$ cat config.mk
export PLATFORM = sky130hd
export DESIGN_NAME = gpio_multibank
export DESIGN_NICKNAME = d
export VERILOG_FILES = /design/src/rtl/gpio_mb_pkg.sv /design/src/rtl/gpio_mb_sync.sv /design/src/rtl/gpio_mb_bank.sv /design/src/rtl/gpio_multibank.sv
export SDC_FILE = /design/constraint.sdc
export NUM_CORES = 1
export LEC_CHECK = 0
export ABC_AREA = 1
export BUFFER_PORTS_ARGS = -buffer_cell sky130_fd_sc_hd__buf_2
export CORE_UTILIZATION = 35
export DETAILED_ROUTE_END_ITERATION = 12
export SLEW_MARGIN = 20
export SYNTH_ARGS = -nofsm -noshare
export SYNTH_HDL_FRONTEND = slang
export SYNTH_SLANG_ARGS = --single-unit
$ cat constraint.sdc
create_clock -name clk -period 1.12 [get_ports clk]
set_input_delay 0.112 -clock clk [delete_from_list [all_inputs] [get_ports clk]]
set_output_delay 0.112 -clock clk [all_outputs]
set_load 0.01 [all_outputs]
$ cat src/rtl/gpio_mb_pkg.sv
package gpio_mb_pkg;

    localparam int BYTE_W = 8;

    // Offset inside a bank window (index bits 3:0)
    typedef enum logic [3:0] {
        OFS_DIR  = 4'h0,
        OFS_DOUT = 4'h1,
        OFS_STAT = 4'h2,
        OFS_MODE = 4'h3
    } reg_ofs_e;

    typedef struct packed {
        logic [BYTE_W-1:0] dir;   // 1 = output
        logic [BYTE_W-1:0] dout;  // drive level
        logic [BYTE_W-1:0] mode;  // 1 = push-pull, 0 = open-drain
    } bank_cfg_t;

    typedef struct packed {
        logic [BYTE_W-1:0] oe;
        logic [BYTE_W-1:0] out;
    } pad_drive_t;

    function automatic logic [BYTE_W-1:0] pin_mask(input int n);
        logic [BYTE_W-1:0] m;
        m = '0;
        for (int i = 0; i < BYTE_W; i++) begin
            if (i < n) m[i] = 1'b1;
        end
        return m;
    endfunction

    function automatic logic [BYTE_W-1:0] bank_base(input int idx);
        return 8'(8'hF0 - 16 * idx);
    endfunction

    // Push-pull: enable always, level follows data. Open-drain: enable on 0, drive low.
    function automatic pad_drive_t drive_of(input bank_cfg_t c, input logic [BYTE_W-1:0] m);
        pad_drive_t d;
        d.oe  = m & c.dir & (c.mode | ~c.dout);
        d.out = m & c.dir & c.mode & c.dout;
        return d;
    endfunction

endpackage

$ cat src/rtl/gpio_mb_sync.sv
module gpio_mb_sync #(
    parameter int WIDTH = 8
) (
    input  logic             clk,
    input  logic             rst,
    input  logic [WIDTH-1:0] d_in,
    output logic [WIDTH-1:0] d_out
);
    logic [WIDTH-1:0] stage1;
    logic [WIDTH-1:0] stage2;

    always_ff @(posedge clk) begin
        if (rst) begin
            stage1 <= '0;
            stage2 <= '0;
        end else begin
            stage1 <= d_in;
            stage2 <= stage1;
        end
    end

    assign d_out = stage2;
endmodule

$ cat src/rtl/gpio_mb_bank.sv
module gpio_mb_bank
    import gpio_mb_pkg::*;
#(
    parameter int PINS = 8,
    parameter int IDX  = 0
) (
    input  logic              clk,
    input  logic              rst,
    input  logic [BYTE_W-1:0] addr,
    input  logic [BYTE_W-1:0] wdata,
    input  logic              we,
    input  logic [BYTE_W-1:0] stat_in,
    output logic [BYTE_W-1:0] rdata,
    output logic [BYTE_W-1:0] pad_oe,
    output logic [BYTE_W-1:0] pad_out
);
    localparam logic [BYTE_W-1:0] MASK = pin_mask(PINS);
    localparam logic [BYTE_W-1:0] BASE = bank_base(IDX);

    bank_cfg_t  cfg;
    pad_drive_t drv;
    logic       hit;
    logic [3:0] ofs;

    assign hit = (addr[7:4] == BASE[7:4]);
    assign ofs = addr[3:0];

    always_ff @(posedge clk) begin
        if (rst) begin
            cfg <= '0;
        end else if (we && hit) begin
            case (ofs)
                OFS_DIR:  cfg.dir  <= wdata & MASK;
                OFS_DOUT: cfg.dout <= wdata & MASK;
                OFS_MODE: cfg.mode <= wdata & MASK;
                default:  ;
            endcase
        end
    end

    always_comb begin
        rdata = '0;
        if (hit) begin
            case (ofs)
                OFS_DIR:  rdata = cfg.dir;
                OFS_DOUT: rdata = cfg.dout;
                OFS_STAT: rdata = stat_in & MASK;
                OFS_MODE: rdata = cfg.mode;
                default:  rdata = '0;
            endcase
        end
    end

    assign drv     = drive_of(cfg, MASK);
    assign pad_oe  = drv.oe;
    assign pad_out = drv.out;

    AST_RESET_QUIET: assert property (@(posedge clk)
        rst |=> (pad_oe == '0 && cfg == '0));

    AST_DIR_WRITE: assert property (@(posedge clk) disable iff (rst)
        (we && hit && ofs == OFS_DIR) |=> (cfg.dir == ($past(wdata) & MASK)));

    AST_PP_LEVEL: assert property (@(posedge clk) disable iff (rst)
        (we && hit && ofs == OFS_DOUT) |=>
        (((pad_out ^ $past(wdata)) & cfg.dir & cfg.mode & MASK) == '0));

    AST_STAT_RO: assert property (@(posedge clk) disable iff (rst)
        (we && hit && ofs == OFS_STAT) |=> $stable(cfg));

    AST_UNUSED_IDLE: assert property (@(posedge clk) disable iff (rst)
        ((pad_oe | pad_out | rdata) & ~MASK) == '0);
endmodule

$ cat src/rtl/gpio_multibank.sv
module gpio_multibank
    import gpio_mb_pkg::*;
#(
    parameter int                        NUM_BANKS = 4,
    parameter logic [NUM_BANKS*4-1:0]    BANK_PINS = 16'h4578
) (
    input  logic                         clk,
    input  logic                         rst,
    input  logic [7:0]                   reg_addr,
    input  logic [7:0]                   reg_wdata,
    input  logic                         reg_we,
    output logic [7:0]                   reg_rdata,
    input  logic [NUM_BANKS*8-1:0]       pad_in,
    output logic [NUM_BANKS*8-1:0]       pad_out,
    output logic [NUM_BANKS*8-1:0]       pad_oe
);
    localparam int PAD_W = NUM_BANKS * BYTE_W;
    localparam int LOW_HI_NIB = 16 - NUM_BANKS;

    logic [PAD_W-1:0]  pad_sync;
    logic [BYTE_W-1:0] bank_rd [NUM_BANKS];

    gpio_mb_sync #(.WIDTH(PAD_W)) u_sync (
        .clk   (clk),
        .rst   (rst),
        .d_in  (pad_in),
        .d_out (pad_sync)
    );

    for (genvar g = 0; g < NUM_BANKS; g++) begin : g_bank
        gpio_mb_bank #(
            .PINS (int'(BANK_PINS[g*4 +: 4])),
            .IDX  (g)
        ) u_bank (
            .clk     (clk),
            .rst     (rst),
            .addr    (reg_addr),
            .wdata   (reg_wdata),
            .we      (reg_we),
            .stat_in (pad_sync[g*BYTE_W +: BYTE_W]),
            .rdata   (bank_rd[g]),
            .pad_oe  (pad_oe[g*BYTE_W +: BYTE_W]),
            .pad_out (pad_out[g*BYTE_W +: BYTE_W])
        );
    end

    always_comb begin
        reg_rdata = '0;
        for (int i = 0; i < NUM_BANKS; i++) begin
            reg_rdata = reg_rdata | bank_rd[i];
        end
    end

    AST_UNMAPPED_ZERO: assert property (@(posedge clk) disable iff (rst)
        ((int'(reg_addr[7:4]) < LOW_HI_NIB) || (reg_addr[3:0] > 4'h3)) |->
        (reg_rdata == '0));
endmodule

==> flow_results.org, run 1 <==
** Run status
- The flow ran to the end, but the final reports show violations.
- Failing checks :: setup timing

** Route
- Final ANT Viol Nets :: 0
- Mean routed wirelength per cell :: 14.60 µm
- Initial DRT Pass Iterations :: 5
- For this run, design rule violations remaining after detail routing come to 0.
- Total length of routed wires :: 18190 µm
- Using the TritonRoute via totals, the vias-per-cell ratio works out to 4.736.
- In this run, the number of DRC markers left after iteration 0 of detailed routing was 358.
- Via Count :: 5901

** Critical path
- Crit Reg-Reg Startpoint :: g_bank[3].u_bank.cfg[1]
- STA classifies the critical path startpoint as a flop.
- STA puts the critical path data arrival time at 1.41 ns.
- The critical path is of the flop to primary output type.
- For the worst flop-to-flop path, the logic depth is 4.
- Capture point of the worst reg-to-reg path :: g_bank[3].u_bank.cfg[1]
- At the worst endpoint, the required time is 1.01 ns.
- Worst reg2reg setup slack :: 0.20 ns
- Maximum fanout encountered on the critical timing path :: 2
- Kind of capture point of the worst setup path :: primary output

** Die
- The die covers 16090 µm².
- After floorplanning, the core was sized to cover 15200 µm².
- Measured along the y axis, the die boundary spans 126.9 µm.
- Width of the die :: 126.9 µm
- Pin placement for this block handled 123 I/O pins.
- The floorplan has 45 rows.
- Starting Density :: 35.89%

** Min path
- Classification of the worst-slack hold path :: primary input to flop
- Hold path startpoint :: reg_wdata[7]
- Counting instances, the worst hold path has a depth of 3.
- For hold timing, the worst endpoint is g_bank[0].u_bank.cfg[15].

** Timing
- Maximum frequency from static timing analysis :: 656.1 MHz
- Clock period minus final worst setup slack :: 1.524 ns
- Hold violation count in the final report :: 0
- Final worst path period share :: 136.1%
- The final-report max-slew violation count is 0.
- Unrepaired setup endpoints after global routing :: yes
- Final critical-path setup slack :: -0.4043 ns
- Fin Hold WS :: 0.01955 ns
- Setup violations remaining at the end of the flow were counted as 58.
- Across the routed clock network, the largest skew measured is 0.004682 ns.

** CTS
- Source-to-sink clock delay at the later pin of the worst-skew pair :: 0.42 ns
- CTS placed an instance of sky130_fd_sc_hd__clkbuf_16 at the clock tree root.
- Maximum clock insertion buffer count :: 2
- Clock tree from TritonCTS :: built
- Clock-pin slew was measured on the worst setup and hold paths at 0.05 ns.
- Deepest level of the CTS H-tree :: 4
- Number of CTS-inserted buffers :: 17
- Number of clock sinks :: 120

** Synth
- The synthesized design spends more area on one cell type than any other, namely sky130_fd_sc_hd__dfxtp_1.
- Count of cell types in the netlist :: 29
- Register area share after synthesis :: 44.03%
- The synthesized design contains 120 register bits.
- In the synthesized netlist the dominant register cell turns out to be sky130_fd_sc_hd__dfxtp_1.
- Yosys mapped a number of flops with a built-in enable equal to 0.
- Synthesized cell area :: 5456 µm²
- Yosys attributes the largest share of cell area to sky130_fd_sc_hd__dfxtp_1, sky130_fd_sc_hd__nor2_1, sky130_fd_sc_hd__o21ai_0.
- Warning count from the yosys run :: 0
- Counting every instance in the synthesized netlist gives 813.
- Fraction of synthesized cell area taken by the top area cell type :: 44.03%
- In the synthesized netlist the async set-or-reset flop fraction comes to 0%.
- The average instance in the mapped netlist occupies 6.712 µm².

** Power
- VDD sags by at most 0.9851 mV.
- Standby leakage power :: 0.004058 µW
- Pwr/cell area :: 1250 nW/µm²

** Cells and area
- The repair_antennas step left the layout with diodes totalling 0.
- Fillcell total :: 1374
- Share of layout cells above drive strength 1 :: 46.22%
- Final core area utilization :: 57.83%
- Signed area change from the synthesized netlist to the final layout :: 61.11%
- In the final design database the tool counted 1097 nets.

** Placed design
- Summed over all nets, the half-perimeter wirelength after detailed placement is 12570 µm.
- Routability congestion estimate :: 0.9131
- Timing analysis after detailed placement gives a worst setup slack of -0.3979 ns.
- Number of buffers added on ports :: 98

** GRT
- Wire length of the first global-routing pass :: 27800 µm
- Number of antenna violations at the first check in global routing :: 0
- Global routing finished with a remaining overflow of 0.
- Total routing resource utilization after global routing :: 22.83%
- Via count of the first global-routing pass :: 5423
- Largest net degree at the start of global routing :: 37

** Run
- The tool flagged a number of max-cap violations equal to 0.
-- report_power, final --
group / internal [µW] / switching [µW] / total (µW)
Clock: 3830 / 2000 / 5830
Sequential: 4360 / 42.8 / 4400
Combinational: 318 / 447 / 764
Total: 8500 / 2490 / 11000
-- per-stage QoR --
stage | instance area (µm²) | TNS [ns] | power (µW) | instances
2_1_floorplan | 5513 | 0 | 4837 | 828
3_3_place_gp | 6743 | -18.47 | 5090 | 1162
3_5_place_dp | 6743 | -19.71 | 5091 | 1162
4_1_cts | 8347 | -9.679 | 11030 | 1233
5_1_grt | 8791 | -13.02 | 11360 | 1246
6_report | 8791 | -9.392 | 10990 | 1246
-- worst max-delay path: stages (launching register included) --
cell                      delay, ns
sky130_fd_sc_hd__dfxtp_2       0.32
sky130_fd_sc_hd__nand3_2       0.08
sky130_fd_sc_hd__nand2_2       0.07
sky130_fd_sc_hd__nor2_2        0.14
sky130_fd_sc_hd__nor2_1        0.08
sky130_fd_sc_hd__nor2_1        0.08
sky130_fd_sc_hd__nand2_1       0.08
sky130_fd_sc_hd__buf_2         0.14
-- metal layers --
metal	vias up	wire length [µm]	share of wire (%)	GRT usage [%]
met2	229	8278	46	35.94
met3	32	1300	7.1	5.567
met4	0	489	2.7	9.524
met5	-	0	0	0
met1	2648	8120	45	29.83
li1	2992	-	-	-
-- cell usage after synthesis (4+ instances only) --
| cell | number |
|---|---|
| sky130_fd_sc_hd__a21boi_0 | 5 |
| sky130_fd_sc_hd__a21oi_1 | 21 |
| sky130_fd_sc_hd__and3_1 | 6 |
| sky130_fd_sc_hd__buf_2 | 15 |
| sky130_fd_sc_hd__buf_4 | 17 |
| sky130_fd_sc_hd__clkbuf_1 | 16 |
| sky130_fd_sc_hd__dfxtp_1 | 120 |
| sky130_fd_sc_hd__inv_1 | 97 |
| sky130_fd_sc_hd__inv_2 | 9 |
| sky130_fd_sc_hd__nand2_1 | 79 |
| sky130_fd_sc_hd__nand3_1 | 76 |
| sky130_fd_sc_hd__nor2_1 | 226 |
| sky130_fd_sc_hd__nor3_1 | 4 |
| sky130_fd_sc_hd__o21ai_0 | 85 |
| sky130_fd_sc_hd__o21ai_1 | 15 |
| sky130_fd_sc_hd__o22ai_1 | 4 |
-- placed cells by master, fill, tap and decap left out, types with 3 or more instances in the layout --
cell type                       count
sky130_fd_sc_hd__buf_12             5
sky130_fd_sc_hd__and3_4             5
sky130_fd_sc_hd__o22ai_1            3
sky130_fd_sc_hd__dfxtp_1           43
sky130_fd_sc_hd__dlygate4sd3_1     24
sky130_fd_sc_hd__clkinvlp_4         5
sky130_fd_sc_hd__nand2_4            6
sky130_fd_sc_hd__nor2_4             8
sky130_fd_sc_hd__clkbuf_16         17
sky130_fd_sc_hd__a21oi_1           13
sky130_fd_sc_hd__nor2_2            12
sky130_fd_sc_hd__nand3_1           50
sky130_fd_sc_hd__bufinv_16          4
sky130_fd_sc_hd__nand3_2           28
sky130_fd_sc_hd__o21ai_1           30
sky130_fd_sc_hd__o21ai_0           58
sky130_fd_sc_hd__buf_4             59
sky130_fd_sc_hd__nor2_1           209
sky130_fd_sc_hd__dfxtp_2           76
sky130_fd_sc_hd__inv_1             64
sky130_fd_sc_hd__nor3_4             3
sky130_fd_sc_hd__o21ai_2           12
sky130_fd_sc_hd__nand2_1           54
sky130_fd_sc_hd__inv_2             34
sky130_fd_sc_hd__buf_2             84
sky130_fd_sc_hd__a21oi_2            9
sky130_fd_sc_hd__conb_1            16
sky130_fd_sc_hd__nand2_2           20
sky130_fd_sc_hd__inv_4              9
sky130_fd_sc_hd__a21boi_2           4
sky130_fd_sc_hd__buf_6             75
-- state kept, by name (all words and copies together) (netlist names) --
| register | flops |
|---|---|
| u_sync.stage1 | 24 |
| u_sync.d_out | 24 |
| g_bank.u_bank.cfg | 72 |
-- worst max-delay path by stage --
stage          cells after the start                        to  slack [ns]                      from
3_5_place_dp                      11              reg_rdata[2]       -0.40               reg_addr[1]
3_3_place_gp                      11              reg_rdata[0]       -0.37               reg_addr[1]
6_report                           7              reg_rdata[3]       -0.40  g_bank[1].u_bank.cfg[11]
2_1_floorplan                      8  g_bank[0].u_bank.cfg[21]        0.01               reg_addr[3]
4_1_cts                            7              reg_rdata[0]       -0.37           u_sync.d_out[8]
5_1_grt                            7              reg_rdata[0]       -0.46   g_bank[0].u_bank.cfg[8]
-- cell families after synthesis --
| logic type | after synthesis | synth area share [%] |
|---|---|---|
| AO/OA/AOI/OAI | 132 | 12.57 |
| other | 1 | 0.06873 |
| buffers and inverters | 159 | 12.61 |
| AND/OR/NAND/NOR | 401 | 30.73 |
| flip-flops | 120 | 44.03 |
-- area by class of cell --
type | count | area [µm²] | area share (%)
multi-input cells | 549 | 2914 | 33.15
flip-flops and latches | 120 | 2501 | 28.45
repair buffers | 248 | 2076 | 23.61
clock buffers | 20 | 456.7 | 5.195
inverters | 110 | 436.7 | 4.967
well taps | 188 | 235.2 | 2.676
clock inverters | 11 | 171.4 | 1.950
-- repair_timing --
item                                    in CTS  in global routing
pin swaps                                   56                 45
cloned                                       1                  0
buffers inserted                            16                 17
hold buffers                                24                  0
resized for setup                          241                114
hold endpoints to repair                    24                  0
endpoints found under the setup margin      56                 85
Note: power is estimated with default switching activity, not from simulation.
==> inputs of run 2 (changes only) <==
CELL_PAD_IN_SITES_DETAIL_PLACEMENT = 0   (was default)
CELL_PAD_IN_SITES_GLOBAL_PLACEMENT = 1   (was default)
CORE_UTILIZATION = 34   (was 35)
PLACE_DENSITY_LB_ADDON = 0.1   (was default)
==> flow_results.org, run 2 (same netlist as run 1, synthesis figures left out) <==
** GRT
- The largest net degree at the start of global routing is 73 (+97%).
- Number of antenna violations at the first check in global routing :: 0 (unchanged)
- The overall track demand over capacity in global routing was 22.03% (-0.80 points).
- Wire length of the first global-routing pass :: 27560 µm (-0.87%)
- The number of global-route vias before repair is 5302 (-2.2%).
- Total grt overflow :: 0 (unchanged)

** Timing
- The total count of hold-check failures in the final report was 0 (unchanged).
- Clock period minus final worst setup slack :: 1.521 ns (-0.002882 ns)
- Worst setup skew after layout :: 0.003817 ns (-0.0008645 ns)
- The fmax came to 657.3 MHz (+0.19%).
- Final worst path period share :: 135.8% (-0.26 points)
- Setup violations, final :: 56 (-3.4%)
- The setup slack of the critical path after layout came to -0.4014 ns (+0.002882 ns).
- The final-report max-slew violation count is 0 (unchanged).
- Unrepaired setup endpoints after global routing :: yes
- Fin Hold WS :: 0.05929 ns (+0.03975 ns)

** Critical path
- Critical path cell sequence :: nand3_2, nand2_1, nor2_2, nor2_1, nor2_1, nand2_1, buf_2
- The setup path with the least slack is of type flop to primary output.
- The arrival time at the worst endpoint came to 1.41 ns (about the same).
- The largest fanout of any net on the critical path is 2 (unchanged).
- Kind of capture point of the worst setup path :: primary output
- Required arrival time at the worst endpoint :: 1.01 ns (about the same)
- The largest individual stage delay along the critical path comes from the cell sky130_fd_sc_hd__dfxtp_2.
- The maximum cell stage delay along the critical path came to 0.33 ns (about the same).
- STA classifies the critical path startpoint as a flop.

** CTS
- Clock Pin Slew Worst Setup and Hold Paths :: 0.06 ns (about the same)
- Number of clock sinks :: 120 (unchanged)
- Source-to-sink clock delay at the later pin of the worst-skew pair :: 0.42 ns (about the same)
- Maximum clock insertion buffer count :: 2 (unchanged)
- Number of CTS-inserted buffers :: 17 (unchanged)
- Clock tree from TritonCTS :: built
- Deepest level of the CTS H-tree :: 4 (unchanged)
- CTS Root Cell :: sky130_fd_sc_hd__clkbuf_16

** Min path
- The worst hold path belongs to the class primary input to flop.

** Cells and area
- The multi-input logic area is 2824 µm² (-3.1%).
- Layout Nets :: 1095 (-0.18%)
- Ranked by flip-flop count, first place goes to g_bank.u_bank.cfg.
- Sequential cell area :: 2506 µm² (+0.20%)
- The antenna cell count was 0 (unchanged).
- Relative to the synthesized area, the layout overhead comes to 59.44%.
- Most common cell after layout, fill and taps aside :: sky130_fd_sc_hd__nor2_1
- Fillcell total :: 1531 (+11%)
- The final core utilization came to 56.39% (-1.4 points).
- Number of flip-flops in the largest register :: 72 (unchanged)
- Commonest non-fill, non-tap cells in the layout :: sky130_fd_sc_hd__nor2_1, sky130_fd_sc_hd__buf_2, sky130_fd_sc_hd__buf_6
- Share of layout cells above drive strength 1 :: 44.75% (-1.5 points)

** Run
- Reported max-cap violation count :: 0 (unchanged)

** Run status
- Failing checks :: setup timing
- The run finished, with violations left.

** Power
- The power per standard cell area is 1208 nW/µm² (-3.4%).
- The sum of internal, switching and leakage power was 10510 µW (-4.4%).
- Worst vdd rail ir drop :: 1.021 mV (+3.7%)
- Standby leakage power :: 0.003969 µW (-2.2%)

** Die
- The row count was 45 (unchanged).
- IO Count :: 123 (unchanged)
- Area of the core :: 15430 µm² (+1.5%)
- The overall die area came to 16560 µm² (+2.9%).
- The starting density of the core is 35.37% (-0.52 points).
- Width of the die :: 128.7 µm (+1.4%)
- The vertical extent of the die came to 128.7 µm (+1.4%).

** Placed design
- The detailed placer's ending HPWL is 12610 µm (+0.32%).
- The placer congestion estimate came to 0.8389 (-8.1%).
- The number of buffer cells added on primary ports is 98 (unchanged).

** Route
- Total length of routed wires :: 17640 µm (-3.0%)
- The count of vias placed by the detailed router came to 5686 (-3.6%).
- Residual DRC :: 0 (unchanged)
- The post-detailed-route count of antenna-violating nets came to 0 (unchanged).
- Starting DRT DRC Count :: 201 (-44%)
- Mean routed wirelength per cell :: 13.91 µm (-4.7%)
- The vias per cell came to 4.484 (-5.3%).
- The count of TritonRoute iterations in the first routing pass was 4 (-1).
## run 2: critical path, delay by kind of cell (launching register included)
kind	cells	cell delay, ns
flops	1	0.33
buf+inv	1	0.15
simple gates	6	0.51
## run 2: what timing repair did
action | 4_1_cts | 5_1_grt
buffers inserted | 9 | 27
hold buffers | 25 | 0
endpoints found under the hold margin | 25 | 0
endpoints found under the setup margin | 56 | 59
resized for setup | 225 | 122
pin swaps | 41 | 57
## run 2: path summary, 6_finish.rpt
check / cells past startpoint / end / slack [ns] / startpoint
hold / removal: 3 / g_bank[0].u_bank.cfg[22] / 0.06 / reg_wdata[6]
hold reg to reg: 2 / u_sync.d_out[5] / 0.40 / u_sync.stage1[5]
setup reg to reg: 4 / g_bank[3].u_bank.cfg[3] / 0.25 / g_bank[3].u_bank.cfg[3]
setup / recovery: 7 / reg_rdata[2] / -0.40 / g_bank[0].u_bank.cfg[10]
## run 2: per-stage QoR
step,area (µm²),std cells,worst slack [ns],TNS (ns)
2_1_floorplan,5513,828,0.01226,0
3_3_place_gp,6787,1182,-0.3544,-17.52
3_5_place_dp,6787,1182,-0.3470,-18.42
4_1_cts,8153,1247,-0.4530,-9.159
5_1_grt,8700,1268,-0.4989,-11.95
6_report,8700,1268,-0.4014,-8.783
## run 2: cell type report
cell class | count | share of cell area, %
sequential | 120 | 28.81
multi-input combinational | 549 | 32.46
timing repair buffer | 246 | 23.77
clock inverter | 13 | 1.654
inverter | 110 | 5.178
clock buffer | 19 | 5.091
tap | 211 | 3.035
## run 2: power by group
part	leakage, µW	internal, µW	switching [µW]
clock network	0.000276	3350	2030
registers	0.00102	4350	35.0
logic	0.00268	328	431
total	0.00397	8020	2490
## run 2: metal layers
metal  routed length [µm]  up-vias  track usage (%)
met1                 8474     2555            28.99
met3                  611       15            3.992
met5                    0        -                0
met2                 8379      119            36.22
li1                     -     2997                -
met4                  178        0            7.682
==> inputs of run 3 (changes only) <==
BUFFER_PORTS_ARGS = default   (was -buffer_cell sky130_fd_sc_hd__buf_2)
CORE_ASPECT_RATIO = 1.2   (was default)
CORE_UTILIZATION = 35   (was 34)
DONT_BUFFER_PORTS = 1   (was default)
==> flow_results.org, run 3 (same netlist as run 1, synthesis figures left out) <==
** Run status
- The run finished, with violations left.
- Failing checks :: setup timing

** CTS
- TritonCTS built the clock tree.
- The sink count of the clock tree is 120 (unchanged).
- The cell sitting at the root of the clock tree is a sky130_fd_sc_hd__clkbuf_16.
- Number of CTS-inserted buffers :: 17 (unchanged)
- Clock Pin Slew Worst Setup and Hold Paths :: 0.05 ns (about the same)
- The maximum count of clock buffers along a single path was 2 (unchanged).
- Source-to-sink clock delay at the later pin of the worst-skew pair :: 0.42 ns (about the same)
- The number of levels in the clock H-tree is 4 (unchanged).

** Placed design
- Placed wire-length estimate :: 11950 µm (-5.2%)
- The placer congestion estimate came to 0.8466 (+0.92%).
- The number of buffer cells added on primary ports came to 0 (-100%).

** Cells and area
- The number of flip-flops in the largest register was 72 (unchanged).
- The library cell used most frequently in the layout, excluding fill and tap cells, is sky130_fd_sc_hd__nor2_1.
- The area of all sequential standard cells was 2549 µm² (+1.7%).
- Commonest non-fill, non-tap cells in the layout :: sky130_fd_sc_hd__nor2_1, sky130_fd_sc_hd__inv_1, sky130_fd_sc_hd__buf_4
- The count of nets after finishing is 994 (-9.2%).
- The layout cell share with drive strength beyond 1 was 40.17% (-4.6 points).
- Counting flops per register, the top entry is g_bank.u_bank.cfg.
- The filler cell count came to 1458 (-4.8%).
- The final core utilization was 55.21% (-1.2 points).
- The area growth from synthesis to layout is 52.60%.
- The multi-input logic area came to 3043 µm² (+7.8%).

** Route
- Initial DRT Pass Iterations :: 5 (+1)
- The post-detailed-route count of antenna-violating nets was 0 (unchanged).
- The number of remaining DRC errors was 0 (unchanged).
- Starting DRT DRC Count :: 280 (+39%)
- Total length of routed wires :: 17930 µm (+1.6%)
- The count of vias placed by the detailed router was 5529 (-2.8%).
- The average detailed-routed wire length per instance is 15.43 µm (+11%).
- Via count normalized by instance count :: 4.758 (+6.1%)

** GRT
- The total global routing overflow is 0 (unchanged).
- The global-route wire length before repair was 27700 µm (+0.53%).
- The largest net degree at the start of global routing was 37 (-49%).
- Total routing resource utilization after global routing :: 22.93% (+0.89 points)
- Via count of the first global-routing pass :: 5272 (-0.57%)
- The initial antenna violation count is 3 (+3).

** Critical path
- STA classifies the critical path endpoint as a primary output.
- The arrival time at the worst endpoint was 1.32 ns (-0.09 ns).
- The worst setup path is of the flop to primary output kind.
- The largest fanout of any net on the critical path came to 4 (+2).
- STA classifies the critical path startpoint as a flop.
- Required arrival time at the worst endpoint :: 1.01 ns (about the same)

** Die
- Area of the core :: 15080 µm² (-2.2%)
- Starting Density :: 36.18% (+0.81 points)
- Area enclosed by the die boundary :: 16100 µm² (-2.8%)
- IO Count :: 123 (unchanged)
- Site row count :: 49 (+8.9%)
- The width of the die came to 116.0 µm (-9.9%).
- The vertical extent of the die was 138.8 µm (+7.8%).

** Timing
- The final worst hold slack came to 0.03305 ns (-0.02624 ns).
- Relative slew slack :: 34.19%
- Maximum frequency from static timing analysis :: 696.0 MHz (+5.9%)
- Setup violations, final :: 46 (-18%)
- The setup slack of the critical path after layout came to -0.3168 ns (+0.08455 ns).
- The setup skew after layout was 0.002658 ns (-0.001159 ns).
- Clock period minus final worst setup slack :: 1.437 ns (-0.08455 ns)
- Final worst path period share :: 128.3% (-7.5 points)
- Setup repair after global routing could not meet its margin everywhere.
- The final-report max-slew violation count is 0 (unchanged).
- The total count of hold-check failures in the final report was 0 (unchanged).
- For the pin with the worst max-slew slack, the measured transition is 0.9872 ns.

** Power
- Standby leakage power :: 0.003612 µW (-9.0%)
- The power per standard cell area came to 1230 nW/µm² (+1.8%).
- Worst vdd rail ir drop :: 1.235 mV (+21%)

** Run
- The max-cap check violation count came to 0 (unchanged).

** Min path
- Classification of the worst-slack hold path :: primary input to flop
## run 3: changes by cell type in the layout (fill, tap and decap cells not counted), moves of 11 or more
| cell | change |
|---|---|
| sky130_fd_sc_hd__buf_2 | -84 |
| sky130_fd_sc_hd__dlygate4sd3_1 | +12 |
| sky130_fd_sc_hd__nor2_1 | -19 |
| sky130_fd_sc_hd__buf_6 | -40 |
| sky130_fd_sc_hd__nor2_4 | +14 |
| sky130_fd_sc_hd__dfxtp_4 | +18 |
| sky130_fd_sc_hd__dfxtp_2 | -20 |
| sky130_fd_sc_hd__nand2_1 | -11 |
## run 3: layout make-up
cell class | count | share of cell area (%)
inverter | 110 | 5.304
clock buffer | 19 | 5.319
antenna | 2 | 0.06011
clock inverter | 13 | 1.443
multi-input combinational | 549 | 36.54
tap | 204 | 3.065
sequential | 120 | 30.61
timing repair buffer | 145 | 17.66
## run 3: critical path: stages, from the launching register on
cell                      delay [ns]
sky130_fd_sc_hd__dfxtp_4        0.35
sky130_fd_sc_hd__nand3_2        0.07
sky130_fd_sc_hd__nand2_2        0.06
sky130_fd_sc_hd__nor2_2         0.10
sky130_fd_sc_hd__nor2_1         0.06
sky130_fd_sc_hd__nor2_2         0.16
sky130_fd_sc_hd__nand2_2        0.10
## run 3: layer usage
| layer | track usage (%) | part of all wire, % | vias to the layer above |
|---|---|---|---|
| met1 | 28.26 | 44 | 2528 |
| met2 | 37.59 | 50 | 165 |
| met4 | 9.177 | 2.3 | 2 |
| met5 | 0 | 0.073 | - |
| li1 | - | - | 2807 |
| met3 | 5.988 | 4.5 | 27 |
## run 3: repair_timing
item,CTS,global route
hold buffers,40,0
cloned,0,0
setup buffers,8,25
setup endpoints to repair,56,97
resized for setup,223,141
pin swaps,39,69
hold endpoints to repair,120,0
## run 3: per-stage QoR
stage	power (µW)	instances	TNS, ns	setup slack, ns	instance area [µm²]
6_report	10240	1162	-4.975	-0.3168	8327
4_1_cts	10360	1139	-9.958	-0.3847	7715
5_1_grt	10640	1162	-7.126	-0.3833	8327
3_3_place_gp	4959	1059	-3.837	-0.1425	6202
2_1_floorplan	4837	828	0	0.01226	5513
3_5_place_dp	4967	1059	-4.881	-0.1492	6202
## run 3: path summary, 6_finish.rpt
path	startpoint	endpoint	slack (ns)	depth (start not counted)
setup / recovery	g_bank[1].u_bank.cfg[11]	reg_rdata[3]	-0.32	6
hold / removal	reg_we	g_bank[0].u_bank.cfg[20]	0.03	3
setup reg to reg	u_sync.stage1[2]	u_sync.d_out[2]	0.11	3
hold reg to reg	u_sync.stage1[0]	u_sync.d_out[0]	0.39	2
## run 3: power breakdown
part | switching [µW] | total (µW) | internal (µW)
logic | 423 | 718 | 295
clock network | 2070 | 5190 | 3120
registers | 29.3 | 4330 | 4300
